$ cat src/rtl/pbm_pkg.sv
// Shared types for the parallel bus master: transfer kinds and sequencer states.
package pbm_pkg;
    localparam int N_KIND = 4;
    localparam int KIND_W = $clog2(N_KIND);

    // Transfer kind; the value indexes the command strobe vector.
    typedef enum logic [KIND_W-1:0] {
        K_MEM_RD = 2'd0,
        K_MEM_WR = 2'd1,
        K_IO_RD  = 2'd2,
        K_IO_WR  = 2'd3
    } xfer_kind_e;

    // Sequencer states.
    typedef enum logic [1:0] {
        ST_IDLE,
        ST_ARB,
        ST_CMD,
        ST_HOLD
    } seq_state_e;
endpackage

$ cat src/rtl/pbm_arbiter.sv
// Daisy-chain priority gate.
// Passes priority downstream while this master is not requesting, blocks it
// while requesting, and flags when the bus may be taken (priority held and
// no other master busy). Assumes inputs are already synchronous to clk.
module pbm_arbiter (
    input  logic want,
    input  logic prio_in_n,
    input  logic busy_in_n,
    output logic prio_out_n,
    output logic bus_req_n,
    output logic may_take
);
    // Request line and priority chain follow the request state directly.
    always_comb begin
        bus_req_n  = !want;
        prio_out_n = prio_in_n | want;
        may_take   = !prio_in_n && busy_in_n;
    end
endmodule

$ cat src/rtl/pbm_timeout.sv
// Acknowledge watchdog.
// Counts clock cycles while a command is active and raises expire in the
// LIMIT-th active cycle. Clears whenever run is low. Assumes LIMIT >= 2.
module pbm_timeout #(
    parameter int LIMIT = 120
) (
    input  logic clk,
    input  logic rst_n,
    input  logic run,
    output logic expire
);
    localparam int CW = $clog2(LIMIT + 1);

    logic [CW-1:0] cnt;

    // Cycle counter for the active command.
    always_ff @(posedge clk) begin
        if (!rst_n)       cnt <= '0;
        else if (!run)    cnt <= '0;
        else if (!expire) cnt <= cnt + 1'b1;
    end

    // Window ends on the last allowed cycle.
    assign expire = run && (cnt == CW'(LIMIT - 1));
endmodule

$ cat src/rtl/pbm_strobes.sv
// Command strobe decoder.
// Drives one active-low strobe per transfer kind while active, and the
// byte-high enable for word accesses. Assumes kind is stable while active.
module pbm_strobes
    import pbm_pkg::*;
#(
    parameter int NK = N_KIND
) (
    input  logic              active,
    input  logic [KIND_W-1:0] kind,
    input  logic              word,
    output logic [NK-1:0]     strb_n,
    output logic              byte_hi_n
);
    // One decoder slice per strobe.
    for (genvar i = 0; i < NK; i++) begin : g_strb
        assign strb_n[i] = !(active && (kind == KIND_W'(i)));
    end

    // Upper byte lane enabled only for word accesses.
    assign byte_hi_n = !(active && word);
endmodule

$ cat src/rtl/parallel_bus_master.sv
// Parallel bus master interface (top).
// Sequences one local transfer at a time: request, daisy-chain arbitration,
// command strobe until acknowledge or timeout, one hold cycle, then release
// or chain into a new command. Assumes all bus inputs are synchronous to clk
// and that loc_start is a single-cycle pulse.
module parallel_bus_master
    import pbm_pkg::*;
#(
    parameter int CLK_MHZ    = 10,
    parameter int TIMEOUT_US = 12
) (
    input  logic              clk,
    input  logic              rst_n,
    input  logic              loc_start,
    input  logic [KIND_W-1:0] loc_kind,
    input  logic              loc_word,
    output logic              loc_ack,
    output logic              loc_err,
    input  logic              prio_in_n,
    output logic              prio_out_n,
    output logic              bus_req_n,
    input  logic              busy_in_n,
    output logic              busy_out_n,
    output logic              mem_rd_n,
    output logic              mem_wr_n,
    output logic              io_rd_n,
    output logic              io_wr_n,
    output logic              byte_hi_n,
    input  logic              xfer_ack_n
);
    localparam int TMO_CYCLES = CLK_MHZ * TIMEOUT_US;

    seq_state_e        state;
    logic [KIND_W-1:0] kind_q;
    logic              word_q;
    logic              err_q;
    logic              want;
    logic              may_take;
    logic              in_cmd;
    logic              expire;
    logic [N_KIND-1:0] strb_n;

    assign want   = (state != ST_IDLE);
    assign in_cmd = (state == ST_CMD);

    pbm_arbiter u_arb (
        .want      (want),
        .prio_in_n (prio_in_n),
        .busy_in_n (busy_in_n),
        .prio_out_n(prio_out_n),
        .bus_req_n (bus_req_n),
        .may_take  (may_take)
    );

    pbm_timeout #(.LIMIT(TMO_CYCLES)) u_tmo (
        .clk   (clk),
        .rst_n (rst_n),
        .run   (in_cmd),
        .expire(expire)
    );

    pbm_strobes u_strb (
        .active   (in_cmd),
        .kind     (kind_q),
        .word     (word_q),
        .strb_n   (strb_n),
        .byte_hi_n(byte_hi_n)
    );

    // Transfer sequencer and captured transfer attributes.
    always_ff @(posedge clk) begin
        if (!rst_n) begin
            state  <= ST_IDLE;
            kind_q <= '0;
            word_q <= 1'b0;
            err_q  <= 1'b0;
        end else begin
            unique case (state)
                ST_IDLE: if (loc_start) begin
                    kind_q <= loc_kind;
                    word_q <= loc_word;
                    state  <= ST_ARB;
                end
                ST_ARB: if (may_take) state <= ST_CMD;
                ST_CMD: begin
                    if (!xfer_ack_n) begin
                        err_q <= 1'b0;
                        state <= ST_HOLD;
                    end else if (expire) begin
                        err_q <= 1'b1;
                        state <= ST_HOLD;
                    end
                end
                ST_HOLD: begin
                    if (loc_start) begin
                        kind_q <= loc_kind;
                        word_q <= loc_word;
                        state  <= ST_CMD;
                    end else begin
                        state <= ST_IDLE;
                    end
                end
                default: state <= ST_IDLE;
            endcase
        end
    end

    // Local completion and bus ownership outputs.
    always_comb begin
        loc_ack    = (state == ST_HOLD);
        loc_err    = (state == ST_HOLD) && err_q;
        busy_out_n = !((state == ST_CMD) || (state == ST_HOLD));
    end

    // Strobe vector order follows the transfer kind encoding.
    assign mem_rd_n = strb_n[K_MEM_RD];
    assign mem_wr_n = strb_n[K_MEM_WR];
    assign io_rd_n  = strb_n[K_IO_RD];
    assign io_wr_n  = strb_n[K_IO_WR];
endmodule

$ cat config.mk
export PLATFORM = sky130hd
export DESIGN_NAME = parallel_bus_master
export DESIGN_NICKNAME = d
export VERILOG_FILES = /design/src/rtl/pbm_pkg.sv /design/src/rtl/pbm_arbiter.sv /design/src/rtl/pbm_timeout.sv /design/src/rtl/pbm_strobes.sv /design/src/rtl/parallel_bus_master.sv
export SDC_FILE = /design/constraint.sdc
export NUM_CORES = 1
export LEC_CHECK = 0
export BUFFER_PORTS_ARGS = -buffer_cell sky130_fd_sc_hd__buf_2
export CORE_MARGIN = 2
export CORE_UTILIZATION = 40
export DETAILED_ROUTE_END_ITERATION = 12
export SLEW_MARGIN = 20
export SYNTH_ARGS = -nofsm -noshare
export SYNTH_HDL_FRONTEND = slang
export SYNTH_SLANG_ARGS = --single-unit
$ cat constraint.sdc
create_clock -name clk -period 2 [get_ports clk]
set_clock_uncertainty 0.1 [all_clocks]
set_input_delay 0.4 -clock clk [delete_from_list [all_inputs] [get_ports clk]]
set_output_delay 0.4 -clock clk [all_outputs]
set_load 0.05 [all_outputs]
After elaboration in Yosys (flattened, before gate mapping)
Index checks and enable logic that the tools add are counted.
{"block": "totals", "ff_bits": 13, "out_inout_bits": 10}
{"block": "classes", "addsub": 1, "n_eq_ne": 11, "n_mux": 8, "n_bitwise": 1, "reduce_logical": 25}
{"op": "$mux W2", "count": 5}
{"op": "$eq A2 B2 Y1 const B", "count": 4}
{"op": "$logic_and A1 B1 Y1", "count": 8}
{"op": "$logic_not A1 Y1", "count": 8}
{"op": "$pmux W2 S4", "count": 1}
{"op": "$add A7 B1 Y7 const B", "count": 1}
{"op": "$eq A7 B7 Y1 const B", "count": 1}
{"op": "$reduce_and A2 Y1", "count": 3}
{"op": "$eq A2 B1 Y1 const B", "count": 2}
{"op": "$logic_not A2 Y1", "count": 2}
{"op": "$ne A2 B2 Y1 const B", "count": 2}
{"op": "$ne A3 B3 Y1 const B", "count": 1}
{"op": "$reduce_and A3 Y1", "count": 1}
{"op": "$mux W1", "count": 2}
{"op": "$ne A2 B1 Y1 const B", "count": 1}
{"op": "$reduce_bool A2 Y1", "count": 1}
{"op": "$reduce_or A2 Y1", "count": 1}
{"op": "$logic_or A1 B1 Y1", "count": 1}
{"op": "$or A1 B1 Y1", "count": 1}

Logic depth before layout (Yosys ltp)
Gate-level depths: netlist of the first run.
{"block": "depth", "word_depth": 5, "depth_mapped": 6}

Hierarchy
From an unflattened synthesis of the first run, not the netlist that was laid out.
{"block": "unflattened", "hier_cells": 80, "area_unflattened_um2": 703.2}
{"mod": "parallel_bus_master", "n_inst": 1, "cells_per_inst": 36, "area_each_um2": 339.1}
{"mod": "pbm_timeout", "n_inst": 1, "cells_per_inst": 36, "area_each_um2": 315.3}
{"mod": "pbm_strobes", "n_inst": 1, "cells_per_inst": 5, "area_each_um2": 32.5}
{"mod": "pbm_arbiter", "n_inst": 1, "cells_per_inst": 3, "area_each_um2": 16.3}

Worst setup path before layout of the first run
No wires, ideal clock.
{"block": "synth_timing", "kind": "flip-flop to output port", "start": "register state[0]", "end": "output port busy_out_n", "arrival_time_ps": 1550, "t_required_ps": 1500, "slack_ps": -50, "path_stages_with_launch": 5, "path_buffers": 1, "cell_sequence": "dfxtp_1 > inv_1 > ha_1 > buf_2 > nor2_1"}
{"block": "synth_between", "elab_chain_len": 3}
{"item": "from (decl)", "line": "parallel_bus_master.sv:33", "text": "seq_state_e state;"}
{"item": "from (signal assigned)", "line": "parallel_bus_master.sv:73", "text": "state <= ST_IDLE;"}
{"item": "from (signal assigned)", "line": "parallel_bus_master.sv:82", "text": "state <= ST_ARB;"}
{"item": "from (signal assigned)", "line": "parallel_bus_master.sv:84", "text": "ST_ARB: if (may_take) state <= ST_CMD;"}
{"item": "$eq A2 B2 Y1", "line": "parallel_bus_master.sv:112", "text": "busy_out_n = !((state == ST_CMD) || (state == ST_HOLD));"}
{"item": "$logic_or A1 B1 Y1 *", "line": "parallel_bus_master.sv:112"}
{"item": "$logic_not A1 Y1 *", "line": "parallel_bus_master.sv:112"}
{"item": "to (decl)", "line": "parallel_bus_master.sv:23", "text": "output logic busy_out_n,"}
Mark *: on every way between the ends. The rest lies on a longest branch, timed or not.

Worst setup path in the final report of the first run
{"block": "layout_timing", "start": "register state[0]", "end": "output port mem_rd_n"}
{"block": "layout_between", "elab_chain_len": 3}
{"item": "$eq A2 B2 Y1", "line": "parallel_bus_master.sv:44", "text": "assign in_cmd = (state == ST_CMD);"}
{"item": "$logic_and A1 B1 Y1", "line": "pbm_strobes.sv:17", "text": "assign strb_n[i] = !(active && (kind == KIND_W'(i)));"}
{"item": "$logic_not A1 Y1", "line": "pbm_strobes.sv:17"}
{"item": "to (decl)", "line": "parallel_bus_master.sv:24", "text": "output logic mem_rd_n,"}
Every way passes these cells.

==> results.py, run 1 <==
metrics = {
    "worst_setup_path": {
        "worstReg2RegEnd": "state[0]",
        "cp-start-kind": "flip-flop",
        "path_max_fanout": 5,
        "regToRegSetupSlack_ns": 0.26,
        "cp_slowest_cell": "dfxtp_2",
        "critPathArrivalTime_ns": 1.42,
        "ff2ff_path_depth": 6,
        "crit_required_ns": 1.50,
        "r2r_start": "state[0]",
        "worstSetupPathType": "reg2out",
        "worst_setup_path_end_kind": "primary output",
        "slowest_delay_ns": 0.36,
        "cp_cell_sequence": "inv_4 > ha_4 > inv_2 > or3_1 > buf_4",
    },
    "cts": {
        "cts.clk_slew.worst_paths_ns": 0.09,
        "numCtsBuffers": 3,
        "cts_hold_buf": 0,
        "cts.sinks": 13,
        "cts_tree": "yes",
        "cts_max_path_buffers": 2,
        "clock_latency_ns": 0.28,
        "cts.htree.levels": 1,
        "cts_root_buf": "clkbuf_4",
    },
    "synth": {
        "synth_edf_count": 0,
        "netlist_area_um2": 732,
        "synth_ff_type": "dfxtp_1",
        "ys_ff_latch": 13,
        "ys.warnings.count": 0,
        "syn_nets": 97,
        "synthTopCellsByArea": "dfxtp_1 (36%), ha_1 (10%), mux2i_1 (4.1%), nor2_1 (3.6%), a21oi_1 (3.4%)",
        "synth.top_cell.area_share_pct": 35.6,
        "synth_area_per_cell_um2": 8.93,
        "synth_top_cell_by_area": "dfxtp_1",
        "ys_async_sr_fraction_pct": 0,
        "synthCells": 82,
        "ys_types": 30,
        "ys_seq_area_share_pct": 35.6,
    },
    "detailed_routing": {
        "vias_per_cell": 5.16,
        "dr.pass1.iters": 4,
        "ant_nets": 0,
        "drc": 0,
        "routed_wl_um": 1480,
        "first_iter_violations": 5,
        "wl_per_cell_um": 11.4,
        "vias": 671,
    },
    "power": {
        "ir_drop_uv": 546,
        "finalPower_uw": 949,
        "p_per_area_mw_per_mm2": 1030,
        "leakage_uw": 0.000403,
    },
    "layout": {
        "final_util_pct": 53.2,
        "nets": 121,
        "design_area_um2": 918,
        "area_delta_synth_final_pct": 25.5,
        "drive_gt1_share_pct": 30.5,
        "num_antenna_cells": 0,
    },
    "placed_design": {
        "portBuffers": 18,
        "hpwl_um": 1190,
        "gp_congestion": 0.764,
        "dpl-instance-area_um2": 858,
    },
    "sta": {
        "fin_hold_ws_ns": 0.252,
        "relSlewSlack_pct": 69.4,
        "fmax_mhz": 521,
        "period_needed_ns": 1.92,
        "finalHoldViolations": 0,
        "grt_setup_unrepaired": "no",
        "final-setup-viol-count": 0,
        "worst_slew_pin_slew_ns": 0.448,
        "period_share_pct": 95.9,
        "fin_setup_tns_ns": 0,
        "drv_slew": 0,
    },
    "grt": {
        "antenna_found_initial": 0,
        "grt_pass1_vias": 612,
        "grt_first_pass_wirelength_um": 2660,
        "track_usage_pct": 17.6,
        "grt_max_degree": 10,
        "grt.overflow.total": 0,
    },
    "floorplanning": {
        "dieArea_mm2": 0.00219,
        "ioPinCount": 19,
        "initial_utilization_pct": 42.4,
        "die_w_um": 46.8,
        "design.core.area_mm2": 0.00173,
        "fp-row-count": 15,
        "die_y_um": 46.8,
    },
    "min_path": {
        "min_path_cells": 3,
        "hp-start": "loc_kind[1]",
        "min_to": "kind_q[1]",
        "worstHoldPathType": "in2reg",
    },
    "flow_run": {
        "cap_violations": 0,
    },
    "status": {
        "status": "finished, final reports clean",
    },
}
cell type report:
type                       count  area [um^2]
multi-input combinational     64          467
sequential                    13          263
clock inverter                 1         5.00
clock buffer                   3         22.5
timing repair buffer          20          113
fill                         191          808
inverter                       4         17.5
tap                           25         31.3
flip-flops by register name, indices dropped and copies added (netlist names):
signal and flops:
err_q 1, kind_q 2, state 2, u_tmo.cnt 7, word_q 1
critical path: cells and delay by family (launching register included):
family        cells  cell delay [ns]
buf+inv           3             0.32
fa+ha+maj         1             0.16
flops             1             0.36
simple gates      1             0.30
kinds of logic after synthesis:
family,share of synthesized area [%]
adders and majority gates,10.3
xor gates and xnor gates,2.39
muxes,4.10
and+or+nand+nor,28.5
buffers and inverters,2.73
DFF,35.6
AOI/OAI and AO/OA,16.4
placed cells by master (no fill, tap or decap):
| cell | count |
|---|---|
| or3_1 | 3 |
| nand3_1 | 5 |
| nand3_2 | 1 |
| buf_4 | 4 |
| a21oi_1 | 5 |
| and3_1 | 1 |
| a21o_1 | 2 |
| o221a_1 | 1 |
| ha_1 | 5 |
| buf_2 | 15 |
| inv_2 | 1 |
| a21boi_1 | 1 |
| clkbuf_4 | 4 |
| o21ai_0 | 3 |
| dfxtp_2 | 2 |
| inv_1 | 2 |
| nand2_1 | 6 |
| and2_1 | 1 |
| dfxtp_1 | 11 |
| clkinv_2 | 1 |
| ha_4 | 1 |
| and4b_1 | 1 |
| inv_4 | 1 |
| nor3_1 | 4 |
| a2111oi_0 | 1 |
| nand2b_1 | 2 |
| nor2_2 | 1 |
| nand3b_1 | 2 |
| xor2_1 | 2 |
| a2111oi_1 | 1 |
| nand4b_4 | 1 |
| o2111a_1 | 1 |
| a211oi_1 | 1 |
| o32ai_1 | 1 |
| nor2b_1 | 2 |
| mux2i_1 | 3 |
| nor2_1 | 6 |
power by group:
group	internal (uW)	leakage, uW	switching, uW
sequential	294	0.000106	38.8
combinational	163	0.000279	292
clock	74.1	0.0000177	87.4
total	531	0.000403	418
synthesized netlist by cell type, types with 3 or more instances:
cell type  instances
dfxtp_1           13
nor2_1             7
ha_1               6
nand2_1            6
a21oi_1            5
nand3_1            5
nor3_1             4
inv_1              3
mux2i_1            3
o21ai_0            3
or3_1              3
timing repair:
item	in CTS	in global routing
pin swaps	0	0
buffers inserted	0	1
gates resized for setup	5	4
setup endpoints to repair	3	3
how the worst max path moves through the flow:
stage	from	endpoint	cells past startpoint
floorplan	state[0]	mem_rd_n	5
global placement	state[0]	state[0]	6
detailed placement	state[0]	state[0]	6
CTS	state[0]	mem_rd_n	5
global route	state[0]	mem_rd_n	5
finish	state[0]	mem_rd_n	5
layer usage:
layer | routed length, um | track usage, %
met1 | 691 | 23.1
met2 | 675 | 27.7
met3 | 105 | 5.77
met4 | 12 | 5.00
met5 | 0 | 0
stage by stage:
stage | instances | setup WS, ns
floorplan | 82 | 0.0504
global placement | 125 | 0.175
detailed placement | 125 | 0.0661
CTS | 129 | 0.0237
global route | 130 | 0.00889
finish | 130 | 0.0815
(Power assumes the default switching activity.)
==> inputs of run 2 (changes only) <==
--- a/config.mk
+++ b/config.mk
@@ -5,10 +5,10 @@
 export SDC_FILE = /design/constraint.sdc
 export NUM_CORES = 1
 export LEC_CHECK = 0
-export BUFFER_PORTS_ARGS = -buffer_cell sky130_fd_sc_hd__buf_2
 export CORE_MARGIN = 2
 export CORE_UTILIZATION = 40
 export DETAILED_ROUTE_END_ITERATION = 12
+export DONT_BUFFER_PORTS = 1
 export SLEW_MARGIN = 20
 export SYNTH_ARGS = -nofsm -noshare
 export SYNTH_HDL_FRONTEND = slang
==> run 2 against run 1 <==
Sequential share of layout area about the same. Die area did not move. Count of clock-buffer cells in the layout up 1. Sequential power decreased by 3%. Critical path depth down 1. Maximum frequency fell by 0.93%. Global-route usage decreased by 1.1 points. First-iteration DRC count is 140% higher. Register-to-register slack barely moved. Critical path type unchanged. Largest cell class unchanged. Largest power group unchanged.
==> results.py, run 2 (same netlist as run 1, synthesis figures left out) <==
metrics = {
    "sta": {
        "relSlewSlack_pct": 73.8,
        "fin_setup_tns_ns": 0,
        "fmax_mhz": 516,
        "drv_slew": 0,
        "final-setup-viol-count": 0,
        "worst_slew_pin_slew_ns": 0.383,
        "period_share_pct": 96.8,
        "period_needed_ns": 1.94,
        "finalHoldViolations": 0,
    },
    "layout": {
        "area_delta_synth_final_pct": 24.3,
        "drive_gt1_share_pct": 22.4,
        "top_register": "u_tmo.cnt",
        "num_antenna_cells": 0,
        "final_common_cell": "dfxtp_1",
        "largest_register_ff_count": 7,
        "most-common-layout-cells": "dfxtp_1 (13), buf_4 (12), nand2_1 (6), nor2_1 (6)",
        "nets": 114,
        "final_cells": 123,
        "reg.largest.list": "u_tmo.cnt (7), kind_q (2), state (2)",
        "fillers": 157,
    },
    "worst_setup_path": {
        "crit_required_ns": 1.50,
        "critPathArrivalTime_ns": 1.44,
        "r2r_start": "state[0]",
        "ff2ff_path_depth": 6,
        "path_max_fanout": 7,
        "worstSetupPathType": "reg2out",
        "crit_start": "state[1]",
        "slowest_delay_ns": 0.42,
        "cp.depth": 4,
        "path_buf_inv": 2,
        "crit_family": "flip-flops",
        "cp_slowest_cell": "dfxtp_1",
        "worstReg2RegEnd": "state[0]",
        "cp_cell_sequence": "ha_4 > inv_2 > or3_1 > buf_4",
        "worst_setup_path_end_kind": "primary output",
        "crit_end": "mem_rd_n",
        "cp-start-kind": "flip-flop",
        "regToRegSetupSlack_ns": 0.27,
    },
    "cts": {
        "cts.sinks": 13,
        "cts_root_buf": "clkbuf_4",
        "cts.clk_slew.worst_paths_ns": 0.08,
        "clock_latency_ns": 0.28,
        "cts_max_path_buffers": 2,
        "cts_tree": "yes",
        "cts.htree.levels": 1,
        "numCtsBuffers": 3,
    },
    "placed_design": {
        "hpwl_um": 1150,
        "portBuffers": 0,
        "gp_congestion": 0.830,
        "placed_cells": 118,
    },
    "detailed_routing": {
        "vias": 654,
        "drc": 0,
        "vias_per_cell": 5.32,
        "wl_per_cell_um": 12.6,
        "routed_wl_um": 1550,
        "dr.pass1.iters": 4,
        "first_iter_violations": 12,
        "ant_nets": 0,
    },
    "power": {
        "leakage_uw": 0.000384,
        "ir_drop_uv": 685,
        "p_per_area_mw_per_mm2": 1060,
    },
    "floorplanning": {
        "dieArea_mm2": 0.00219,
        "initial_utilization_pct": 42.4,
        "die_w_um": 46.8,
        "ioPinCount": 19,
        "fp-row-count": 15,
        "design.core.area_mm2": 0.00173,
        "die_y_um": 46.8,
    },
    "flow_run": {
        "cap_violations": 0,
    },
    "grt": {
        "grt_max_degree": 8,
        "grt_pass1_vias": 595,
        "grt.overflow.total": 0,
        "track_usage_pct": 16.5,
        "grt_first_pass_wirelength_um": 2540,
        "antenna_found_initial": 0,
    },
    "status": {
        "status": "finished, final reports clean",
    },
    "min_path": {
        "worstHoldPathType": "in2reg",
        "min_path_cells": 1,
    },
}
[run 2: cell types whose count changed in the layout (fill, tap and decap cells not counted), sizes merged]
cell	before	now
clkinv	1	0
buf	19	13
[run 2: through the flow]
stage / hold slack (ns) / setup WS (ns) / util [%] / area (um^2) / power, uW
2_1_floorplan: 0.360 / 0.0504 / - / 734 / 661
3_3_place_gp: 0.379 / 0.233 / 50.0 / 863 / 769
3_5_place_dp: 0.387 / 0.223 / 50.0 / 863 / 773
4_1_cts: 0.159 / 0.0123 / 52.2 / 902 / 954
5_1_grt: 0.147 / -0.00803 / 52.7 / 910 / 1020
6_report: 0.165 / 0.0634 / 52.7 / 910 / 960
[run 2: how the worst min path moves through the flow]
stage	to	slack (ns)	start
final	err_q	0.17	rst_n
after global placement	word_q	0.38	word_q
after global routing	err_q	0.15	rst_n
after CTS	err_q	0.16	rst_n
after floorplan	word_q	0.36	word_q
after detailed placement	word_q	0.39	word_q
[run 2: timing repair]
action | in CTS | in global routing
setup buffers | 0 | 1
endpoints found under the setup margin | 3 | 1
gates resized for setup | 2 | 1
hold buffers | 0 | 0
[run 2: cell type report]
cell class / count / area (um^2) / share of cell area (%)
repair buffers: 13 / 110 / 12.1
flip-flops and latches: 13 / 260 / 28.6
well taps: 25 / 31.3 / 3.44
clock buffers: 4 / 26.3 / 2.89
inverters: 4 / 15.0 / 1.65
multi-input cells: 64 / 467 / 51.3
[run 2: metal layers]
metal  up-vias  share of wire (%)  track usage, %
li1        331                  -               -
met1       300                 48            20.8
met2        21                 45            26.6
met3         2                6.7            4.62
met4         0               0.77            6.67
met5         -                  0               0
[run 2: power by group]
group | internal [uW] | total (uW) | switching, uW
registers | 290 | 324 | 33.9
logic | 178 | 466 | 289
clock network | 77.3 | 170 | 92.6
==> inputs of run 3 (changes only) <==
==> constraint.sdc (replaced) <==
create_clock -name clk -period 1.95 [get_ports clk]
set_clock_uncertainty 0.1 [all_clocks]
set_input_delay 0.39 -clock clk [delete_from_list [all_inputs] [get_ports clk]]
set_output_delay 0.39 -clock clk [all_outputs]
set_load 0.05 [all_outputs]
==> run 3 against run 2 <==
Cell count is 0.81% higher. Core utilization increased by 0.58 points. Count of clock-buffer cells in the layout did not move. Critical endpoint unchanged. Largest cell class unchanged. Highest routed layer unchanged.
==> results.py, run 3 (same netlist as run 1, synthesis figures left out) <==
metrics = {
    "status": {
        "status": "finished, final reports clean",
    },
    "worst_setup_path": {
        "path_max_fanout": 4,
        "cp.depth": 5,
        "cp-start-kind": "flip-flop",
        "worstReg2RegEnd": "state[0]",
        "path_buf_inv": 3,
        "regToRegSetupSlack_ns": 0.22,
        "crit_top_cell": "inv_2",
        "crit_family": "flip-flops",
        "ff2ff_path_depth": 6,
        "critPathArrivalTime_ns": 1.40,
        "cp_cell_sequence": "inv_2 > ha_4 > inv_2 > or3_1 > buf_4",
        "cp_slowest_cell": "dfxtp_2",
        "worstSetupPathType": "reg2out",
        "worst_setup_path_end_kind": "primary output",
        "crit_required_ns": 1.46,
        "r2r_start": "state[0]",
        "slowest_delay_ns": 0.35,
    },
    "floorplanning": {
        "fp-row-count": 15,
        "ioPinCount": 19,
        "die_y_um": 46.8,
        "design.core.area_mm2": 0.00173,
        "dieArea_mm2": 0.00219,
        "die_w_um": 46.8,
        "initial_utilization_pct": 42.4,
    },
    "cts": {
        "cts.htree.levels": 1,
        "cts.sinks": 13,
        "cts_max_path_buffers": 2,
        "cts.clk_slew.worst_paths_ns": 0.08,
        "clock_latency_ns": 0.28,
        "cts_root_buf": "clkbuf_4",
        "numCtsBuffers": 3,
        "cts_tree": "yes",
    },
    "sta": {
        "fin_setup_tns_ns": 0,
        "grt_setup_unrepaired": "no",
        "fmax_mhz": 528,
        "worst_slew_pin_slew_ns": 0.426,
        "drv_slew": 0,
        "period_share_pct": 97.1,
        "finalHoldViolations": 0,
        "final-setup-viol-count": 0,
        "period_needed_ns": 1.89,
        "relSlewSlack_pct": 70.9,
    },
    "power": {
        "pwr-share-comb_pct": 49.0,
        "p_int_uw": 568,
        "clkPwrFrac_pct": 17.4,
        "switching_share_pct": 43.2,
        "leakage_uw": 0.000390,
        "p_seq_share_pct": 33.7,
        "p_switching_uw": 433,
        "p_per_area_mw_per_mm2": 1090,
        "ir_drop_uv": 930,
        "finalPower_uw": 1000,
    },
    "layout": {
        "drive_gt1_share_pct": 25.3,
        "num_antenna_cells": 0,
        "final_util_pct": 53.3,
        "design_area_um2": 920,
        "final_cells": 124,
        "top_register": "u_tmo.cnt",
        "most-common-layout-cells": "buf_4 (13), dfxtp_1 (11), nand2_1 (6), nor2_1 (6)",
        "nets": 115,
        "largest_register_ff_count": 7,
        "area_delta_synth_final_pct": 25.6,
        "final_common_cell": "buf_4",
        "fillers": 166,
        "reg.largest.list": "u_tmo.cnt (7), kind_q (2), state (2)",
    },
    "min_path": {
        "min_path_cells": 1,
        "hp-start": "rst_n",
        "worstHoldPathType": "in2reg",
        "min_to": "err_q",
    },
    "grt": {
        "grt_util_met2_pct": 29.9,
        "grt_first_pass_wirelength_um": 2700,
        "grt_use_met1_pct": 22.5,
        "top_usage_layer": "met2",
        "gr-usage-met3_pct": 2.69,
        "antenna_found_initial": 0,
        "grt_max_degree": 8,
        "grt.overflow.total": 0,
        "grt_pass1_vias": 628,
        "track_usage_pct": 17.6,
    },
    "flow_run": {
        "cap_violations": 0,
    },
    "placed_design": {
        "gp_congestion": 0.771,
        "portBuffers": 0,
        "hpwl_um": 1180,
        "placed_cells": 118,
        "dpl-instance-area_um2": 863,
    },
    "detailed_routing": {
        "first_iter_violations": 8,
        "vias_per_cell": 5.18,
        "ant_nets": 0,
        "wl_per_cell_um": 13.2,
        "dr.pass1.iters": 4,
        "vias": 642,
        "routed_wl_um": 1640,
        "drc": 0,
    },
}
## run 3: cell count changes in the layout (fill, tap and decap cells not counted), sizes merged
cell,delta
buf,+1
## run 3: how the worst max path moves through the flow
stage,from,slack [ns],endpoint
6_report,state[0],0.06,mem_rd_n
3_5_place_dp,state[0],0.18,mem_rd_n
5_1_grt,state[0],0.004,mem_rd_n
3_3_place_gp,state[0],0.20,mem_rd_n
2_1_floorplan,state[0],0.01,mem_rd_n
4_1_cts,state[0],0.04,mem_rd_n
## run 3: worst reg2reg max path: cells and delay by family (launching register included)
kind / cells / cell delay [ns]
adders and majority gates: 1 / 0.22
DFF: 1 / 0.37
and+or+nand+nor: 1 / 0.16
AOI/OAI and AO/OA: 2 / 0.56
buffers and inverters: 2 / 0.21
## run 3: power groups by stage
stage               registers (uW)  clock network, uW  logic (uW)
global route                   341                184         534
finish                         337                174         490
CTS                            332                175         491
global placement               332                  0         457
floorplan                      327                  0         351
detailed placement             333                  0         462
## run 3: final cells by class
cell class	count	area (um^2)	share of cell area, %
sequential	13	263	28.6
inverter	4	15.0	1.63
clock buffer	4	26.3	2.86
tap	25	31.3	3.40
multi-input combinational	64	467	50.7
timing repair buffer	14	118	12.8
## run 3: stage by stage
| stage | setup slack [ns] | hold slack [ns] |
|---|---|---|
| after global routing | 0.00404 | 0.149 |
| final | 0.0562 | 0.151 |
| after global placement | 0.199 | 0.376 |
| after floorplan | 0.0104 | 0.360 |
| after CTS | 0.0357 | 0.149 |
| after detailed placement | 0.180 | 0.385 |
## run 3: routing by layer
| metal | vias up | share of wire [%] |
|---|---|---|
| li1 | 328 | - |
| met5 | - | 0 |
| met2 | 19 | 49 |
| met3 | 2 | 4.7 |
| met4 | 0 | 0.67 |
| met1 | 293 | 46 |
## run 3: timing repair
| item | 4_1_cts | 5_1_grt |
|---|---|---|
| gates resized for setup | 3 | 2 |
| hold buffers | 0 | 0 |
| pin swaps | 0 | 0 |
| endpoints found under the setup margin | 3 | 2 |
| hold endpoints to repair | 0 | 0 |
| setup buffers | 2 | 0 |
